### src/rtl/bfx_pkg.sv
package bfx_pkg;
    localparam int INSN_W  = 32;
    localparam int IMM_W   = 6;
    localparam int RIDX_W  = 5;

    typedef enum logic [1:0] {
        OP_SEXT = 2'd0,
        OP_INS  = 2'd1,
        OP_ZEXT = 2'd2,
        OP_RSVD = 2'd3
    } bfx_op_e;

    typedef struct packed {
        logic               wide;
        bfx_op_e            op;
        logic [IMM_W-1:0]   rot;
        logic [IMM_W-1:0]   top;
        logic [RIDX_W-1:0]  rd;
    } bfx_dec_t;
endpackage

### src/rtl/bfx_decode.sv
module bfx_decode
    import bfx_pkg::*;
(
    input  logic [INSN_W-1:0] insn,
    output bfx_dec_t          dec,
    output logic              illegal
);
    logic nbit;

    always_comb begin
        dec.wide = insn[31];
        dec.op   = bfx_op_e'(insn[30:29]);
        dec.rot  = insn[21:16];
        dec.top  = insn[15:10];
        dec.rd   = insn[4:0];
        nbit     = insn[22];
        if (dec.op == OP_RSVD)
            illegal = 1'b1;
        else if (dec.wide)
            illegal = !nbit;
        else
            illegal = nbit | dec.rot[IMM_W-1] | dec.top[IMM_W-1];
    end
endmodule

### src/rtl/bfx_field.sv
module bfx_field
    import bfx_pkg::*;
#(
    parameter int DATA_W = 64
) (
    input  bfx_dec_t          dec,
    input  logic [DATA_W-1:0] src,
    input  logic [DATA_W-1:0] dst,
    output logic [DATA_W-1:0] result
);
    localparam int SH_W   = $clog2(DATA_W);
    localparam int POS_W  = SH_W + 2;
    localparam int HALF_W = DATA_W / 2;
    localparam logic [DATA_W-1:0] ONE  = DATA_W'(1);
    localparam logic [DATA_W-1:0] LOWH = {{HALF_W{1'b0}}, {HALF_W{1'b1}}};

    logic [POS_W-1:0]  width_v;
    logic [POS_W-1:0]  sbpos;
    logic [POS_W-1:0]  lsh;
    logic [DATA_W-1:0] fmask;
    logic [DATA_W-1:0] tmask;
    logic [DATA_W-1:0] moved;
    logic [DATA_W-1:0] fill;
    logic              sbit;
    logic [DATA_W-1:0] raw;

    always_comb begin
        width_v = dec.wide ? POS_W'(DATA_W) : POS_W'(HALF_W);
        lsh     = width_v - POS_W'(dec.rot);
        if (dec.top == {SH_W{1'b1}})
            fmask = '1;
        else
            fmask = (ONE << (POS_W'(dec.top) + POS_W'(1))) - ONE;

        if (dec.top < dec.rot) begin
            moved = (src & fmask) << lsh;
            tmask = fmask << lsh;
            sbpos = width_v + POS_W'(dec.top) - POS_W'(dec.rot);
            if (sbpos == POS_W'(DATA_W - 1))
                fill = '0;
            else
                fill = ~((ONE << (sbpos + POS_W'(1))) - ONE);
        end else begin
            moved = (src & fmask) >> dec.rot;
            tmask = fmask >> dec.rot;
            sbpos = POS_W'(dec.top) - POS_W'(dec.rot);
            fill  = ~tmask;
        end

        if (!dec.wide)
            moved = moved & LOWH;

        sbit = moved[sbpos[SH_W-1:0]];

        unique case (dec.op)
            OP_SEXT: raw = sbit ? (moved | fill) : moved;
            OP_INS:  raw = (dst & ~tmask) | moved;
            OP_ZEXT: raw = moved;
            default: raw = '0;
        endcase

        result = dec.wide ? raw : (raw & LOWH);
    end
endmodule

### src/rtl/bfx_unit.sv
module bfx_unit
    import bfx_pkg::*;
#(
    parameter int DATA_W = 64
) (
    input  logic              clk,
    input  logic              rst_n,
    input  logic              in_valid,
    input  logic [31:0]       in_insn,
    input  logic [DATA_W-1:0] in_src,
    input  logic [DATA_W-1:0] in_dst,
    output logic              out_valid,
    output logic [4:0]        out_rd,
    output logic [DATA_W-1:0] out_result,
    output logic              out_wr_en,
    output logic              out_illegal
);
    localparam int HALF_W = DATA_W / 2;

    bfx_dec_t          dec;
    logic              ill;
    logic [DATA_W-1:0] res_c;

    bfx_decode u_dec (
        .insn    (in_insn),
        .dec     (dec),
        .illegal (ill)
    );

    bfx_field #(.DATA_W(DATA_W)) u_field (
        .dec    (dec),
        .src    (in_src),
        .dst    (in_dst),
        .result (res_c)
    );

    always_ff @(posedge clk) begin
        if (!rst_n) begin
            out_valid   <= 1'b0;
            out_wr_en   <= 1'b0;
            out_illegal <= 1'b0;
            out_rd      <= '0;
            out_result  <= '0;
        end else begin
            out_valid   <= in_valid;
            out_wr_en   <= in_valid & ~ill;
            out_illegal <= in_valid & ill;
            if (in_valid) begin
                out_rd     <= dec.rd;
                out_result <= ill ? '0 : res_c;
            end
        end
    end

    // one-cycle latency of the valid strobe
    a_r6_valid_follows: assert property (@(posedge clk) disable iff (!rst_n)
        in_valid |=> out_valid);
    a_r6_idle_quiet: assert property (@(posedge clk) disable iff (!rst_n)
        !in_valid |=> (!out_valid && !out_wr_en && !out_illegal));
    // a result either writes or is flagged, never both
    a_r5_write_xor_illegal: assert property (@(posedge clk) disable iff (!rst_n)
        out_valid |-> (out_wr_en ^ out_illegal));
    a_r5_illegal_zero: assert property (@(posedge clk) disable iff (!rst_n)
        out_illegal |-> (out_result == '0 && !out_wr_en));
    // opcode 3 is always reserved
    a_r4_opc3_flag: assert property (@(posedge clk) disable iff (!rst_n)
        (in_valid && in_insn[30:29] == 2'd3) |=> out_illegal);
    // wide form needs the N bit
    a_r2_wide_n: assert property (@(posedge clk) disable iff (!rst_n)
        (in_valid && in_insn[31] && !in_insn[22]) |=> out_illegal);
    // narrow form rejects N and any high immediate bit
    a_r3_narrow_rsvd: assert property (@(posedge clk) disable iff (!rst_n)
        (in_valid && !in_insn[31] && (in_insn[22] || in_insn[21] || in_insn[15]))
        |=> out_illegal);
    // narrow results have a zero upper half
    a_r10_upper_clear: assert property (@(posedge clk) disable iff (!rst_n)
        (in_valid && !in_insn[31]) |=> (out_result[DATA_W-1:HALF_W] == '0));
endmodule

### config.mk
export PLATFORM = sky130hd
export DESIGN_NAME = bfx_unit
export DESIGN_NICKNAME = d
export VERILOG_FILES = /design/src/rtl/bfx_pkg.sv /design/src/rtl/bfx_decode.sv /design/src/rtl/bfx_field.sv /design/src/rtl/bfx_unit.sv
export SDC_FILE = /design/constraint.sdc
export NUM_CORES = 2
export LEC_CHECK = 0
export ABC_AREA = 1
export BUFFER_PORTS_ARGS = -buffer_cell sky130_fd_sc_hd__buf_4
export CORE_MARGIN = 8
export CORE_UTILIZATION = 65
export DETAILED_ROUTE_END_ITERATION = 8
export GPL_TIMING_DRIVEN = 0
export HOLD_SLACK_MARGIN = 0.12
export MAX_ROUTING_LAYER = met4
export PLACE_DENSITY = 0.86
export SYNTH_ARGS = -nofsm -noshare
export SYNTH_HDL_FRONTEND = slang
export SYNTH_SLANG_ARGS = --single-unit
### constraint.sdc
create_clock -name clk -period 10.54 [get_ports clk]
set_input_delay 1.581 -clock clk [delete_from_list [all_inputs] [get_ports clk]]
set_output_delay 1.581 -clock clk [all_outputs]
set_load 0.01 [all_outputs]
==> results.toml, run 1 <==
[run_status]
status = "aborted with a tool error"
lastStage = "5_1_grt"
error = "[ERROR GRT-0116] Global routing finished with congestion. Check the congestion regions in the DRC Viewer."

[yosys]
synth_flop_cell = "dfxtp_1"
synth_most_common_cell = "nand2_1"
yosysUniqueCellTypes = 63
synth_seq_area_share_pct = 5.33
synth_commonest_cells = "2,207 x nand2_1, 1,007 x nand3_1, 461 x o21ai_0"
synth_top_area_cell = "nand2_1"
ys_ff_latch = 72
async_flop_share_pct = 0
synth_area_mm2 = 0.0271
ys_warn_count = 0
synth_top_cells_by_area = "nand2_1 31%, nand3_1 19%, o21ai_0 8.5%"
syn_inst = 5731
avgSynthCellArea_um2 = 4.72
synth.top_cell.area_share_pct = 30.6
synth_fp_nets = 5918
synth_edf_count = 0

[clock_tree]
htreeDepth = 3
cts_resized = 0
cts_buffers = 9
cts_root_buf = "clkbuf_16"
cts.sinks = 72
cts_hold_buf = 0
cts_buffer_depth = 2
post_cts_buffers = 0

[floorplan]
rows = 74
initial_core_util_pct = 66.1
die_w_um = 220
die-height_um = 220
ios = 235

[global_routing]
grt_pass1_wl_um = 274000
grt_pass1_vias = 45900
grt_max_degree = 15
overflow = 125
track_usage_pct = 76.4

[placed_design]
dp_cells = 6481
hpwlAfterDp_um = 129000
gp_routability_congestion = 1.88
io_buffers = 218
dp_slack_ns = 1.00
==> logic make-up after synthesis <==
kind of cell	after synthesis	share of synthesized area, %
and+or+nand+nor	3886	60.9
buffers and inverters	750	11.1
adders and majority gates	24	1.28
DFF	72	5.33
other	1	0.0139
AOI/OAI and AO/OA	930	18.9
muxes	41	1.52
xor gates and xnor gates	27	0.874
==> layer usage <==
| metal | track usage (%) | overflow |
|---|---|---|
| met1 | 76.4 | 5 |
| met2 | 86.2 | 65 |
| met3 | 69.2 | 10 |
| met4 | 67.0 | 45 |
| met5 | - | - |
==> per-stage QoR <==
stage	instance area, um2	hold WS (ns)
after CTS	29700	0.453
after floorplan	27100	0.476
after detailed placement	29400	0.440
after global placement	29400	0.439
==> run 2: changes to the inputs <==
--- a/config.mk
+++ b/config.mk
@@ -8,12 +8,10 @@
 export ABC_AREA = 1
 export BUFFER_PORTS_ARGS = -buffer_cell sky130_fd_sc_hd__buf_4
 export CORE_MARGIN = 8
-export CORE_UTILIZATION = 65
+export CORE_UTILIZATION = 40
 export DETAILED_ROUTE_END_ITERATION = 8
 export GPL_TIMING_DRIVEN = 0
-export HOLD_SLACK_MARGIN = 0.12
-export MAX_ROUTING_LAYER = met4
-export PLACE_DENSITY = 0.86
+export PLACE_DENSITY_LB_ADDON = 0.15
 export SYNTH_ARGS = -nofsm -noshare
 export SYNTH_HDL_FRONTEND = slang
 export SYNTH_SLANG_ARGS = --single-unit
==> results.toml, run 2 <==
[final_layout]
top_regs = "out_result (64), out_rd (5)"
final_cell_mix = "2,207 x nand2_1, 1,007 x nand3_1, 459 x o21ai_0"
multiInputGateArea_mm2 = 0.0226
regMostFlops = "out_result"
syn2layout_area_growth_pct = 11.4
n_fill_cell = 7892
final-seq-area_mm2 = 0.00144
drive_gt1_share_pct = 6.56
final_common_cell = "nand2_1"
final_nets = 6146
largest_reg_flops = 64

[power]
power_mw = 3.93
p_per_area_mw_per_mm2 = 130
power_frac_seq_pct = 7.3
max-vdd-ir-drop_mv = 0.0986
power_frac_comb_pct = 84.1
p_leak_nw = 16.1
p_sw_share_pct = 67.5
p_int_mw = 1.28
switchingPower_mw = 2.65
pwr-share-clk_pct = 8.6

[global_routing]
grt_max_degree = 14
grt_pass1_vias = 41200
grt_pass1_wl_um = 285000
antenna_found_initial = 9
overflow = 0
track_usage_pct = 49.9

[yosys]
synth_seq_area_share_pct = 5.33
ys_ff_latch = 72
async_flop_share_pct = 0
synth_fp_nets = 5918
ys_warn_count = 0
synth_commonest_cells = "2,207 x nand2_1, 1,007 x nand3_1, 461 x o21ai_0"
synth_flop_cell = "dfxtp_1"
synth_top_area_cell = "nand2_1"
synth.top_cell.area_share_pct = 30.6
yosysUniqueCellTypes = 63
synth_top_cells_by_area = "nand2_1 31%, nand3_1 19%, o21ai_0 8.5%"
syn_inst = 5731
synth_edf_count = 0
synth_area_mm2 = 0.0271
avgSynthCellArea_um2 = 4.72
synth_most_common_cell = "nand2_1"

[floorplan]
die-height_um = 276
die_w_um = 276
rows = 95
initial_core_util_pct = 40.4
core_mm2 = 0.0670
ios = 235
die_area_mm2 = 0.0762

[setup_path]
crit_slowest_cell = "o21ai_0"
r2r_slack_ns = 9.94
required_ns = 10.83
r2r_end = "out_rd[2]"
critPathKind = "input pin to register"
cpMostUsedCell = "nand2_1"
max_stage_delay_ns = 0.92
crit_end = "out_result[19]"
start_kind = "input pin"
r2r_start = "out_rd[2]"
crit_fanout = 11
crit_start = "in_insn[18]"
rr_worst_depth = 1
end_kind = "register"
arrival_ns = 10.68

[detailed_routing]
drc = 38
drtPass1Iterations = 9
drt_first_iter_violations = 9728
avgRoutedWirePerCell_um = 29.9
routed_via_density = 6.71
via_count = 45900
ant_nets = 0
routed_wl_um = 204000

[clock_tree]
post_cts_buffers = 0
cts_tree = "built"
clk_pin_slew_worst_paths_ns = 0.06
cts.sinks = 72
cts_root_buf = "clkbuf_16"
htreeDepth = 3
cts_buffers = 9
cts_buffer_depth = 2
clk_latency_ns = 0.34

[sta]
tightest_slew_ns = 1.31
worst_clock_skew_ns = 0
fin_crit_sh_pct = 98.6
setup_viol = 0
slew_headroom_pct = 12.2
hold_viol = 0
slew_viol_final = 0
hold_ws_ns = 0.451
tns_ns = 0
fmax_mhz = 96.2
fin_crit_ns = 10.39
rsz0062_at_grt = "false"

[placed_design]
io_buffers = 218
gp_routability_congestion = 1.28
hpwlAfterDp_um = 170000

[worst_hold_path]
worstHoldPathType = "register to register"

[run_status]
status = "finished, violations left"
violations = "DRC"

[run]
drv_cap = 0
## run 2: cell counts after synthesis
Identical to the previous run, type by type.
## run 2: critical path, delay by kind of cell
| kind | cells | cell delay, ns |
|---|---|---|
| adders and majority gates | 2 | 0.84 |
| AOI/OAI and AO/OA | 2 | 1.06 |
| xor gates and xnor gates | 1 | 0.38 |
| and+or+nand+nor | 21 | 2.79 |
| buffers and inverters | 15 | 4.02 |
## run 2: per-stage QoR
step                      instance area (um2)  setup slack [ns]  instances  utilization [%]
final                                   30100             0.146       6845             44.9
after global routing                    30100         0.0000577       6838             44.9
after CTS                               30100             0.412       6838             44.9
after detailed placement                29800            0.0819       6822             44.4
after global placement                  29800             0.141       6822             44.4
after floorplan                         27100              2.96       5731                -
## run 2: how the worst min path moves through the flow
stage | from | cells past startpoint | to
final | out_result[19] | 2 | out_result[19]
after global routing | out_result[9] | 2 | out_result[9]
after CTS | out_result[11] | 2 | out_result[11]
after detailed placement | out_result[19] | 2 | out_result[19]
after global placement | out_result[19] | 2 | out_result[19]
after floorplan | out_result[0] | 2 | out_result[0]
## run 2: kinds of logic after synthesis
logic type / Yosys count / synth area share, %
compound gates: 930 / 18.9
xor+xnor: 27 / 0.874
fa+ha+maj: 24 / 1.28
buf+inv: 750 / 11.1
flops: 72 / 5.33
mux: 41 / 1.52
other cells: 1 / 0.0139
simple gates: 3886 / 60.9
## run 2: what timing repair did
action | 4_1_cts | 5_1_grt
hold endpoints to repair | 0 | 0
setup endpoints to repair | 0 | 25
resized for setup | 0 | 3
hold buffers | 0 | 0
## run 2: layer usage
| metal | track usage (%) | wire, um |
|---|---|---|
| met4 | 31.2 | 17700 |
| met5 | 0 | 103 |
| met1 | 61.1 | 73300 |
| met2 | 70.1 | 77700 |
| met3 | 22.6 | 35500 |
## run 2: power by group through the flow
stage,Combinational (mW),Sequential (mW),Clock (mW)
after detailed placement,2.96,0.291,0
after floorplan,1.77,0.295,0
after global routing,3.35,0.286,0.348
final,3.30,0.286,0.339
after CTS,2.98,0.285,0.335
after global placement,2.97,0.291,0
## run 2: final cells by class
class | count | share of cell area (%)
multi-input cells | 4909 | 75.0
flip-flops and latches | 72 | 4.78
clock inverters | 6 | 0.307
plain buffers | 399 | 5.62
well taps | 873 | 3.63
diodes | 8 | 0.0664
repair buffers | 218 | 5.43
clock buffers | 10 | 0.760
inverters | 350 | 4.36
Note: power is estimated with default switching activity, not from simulation.
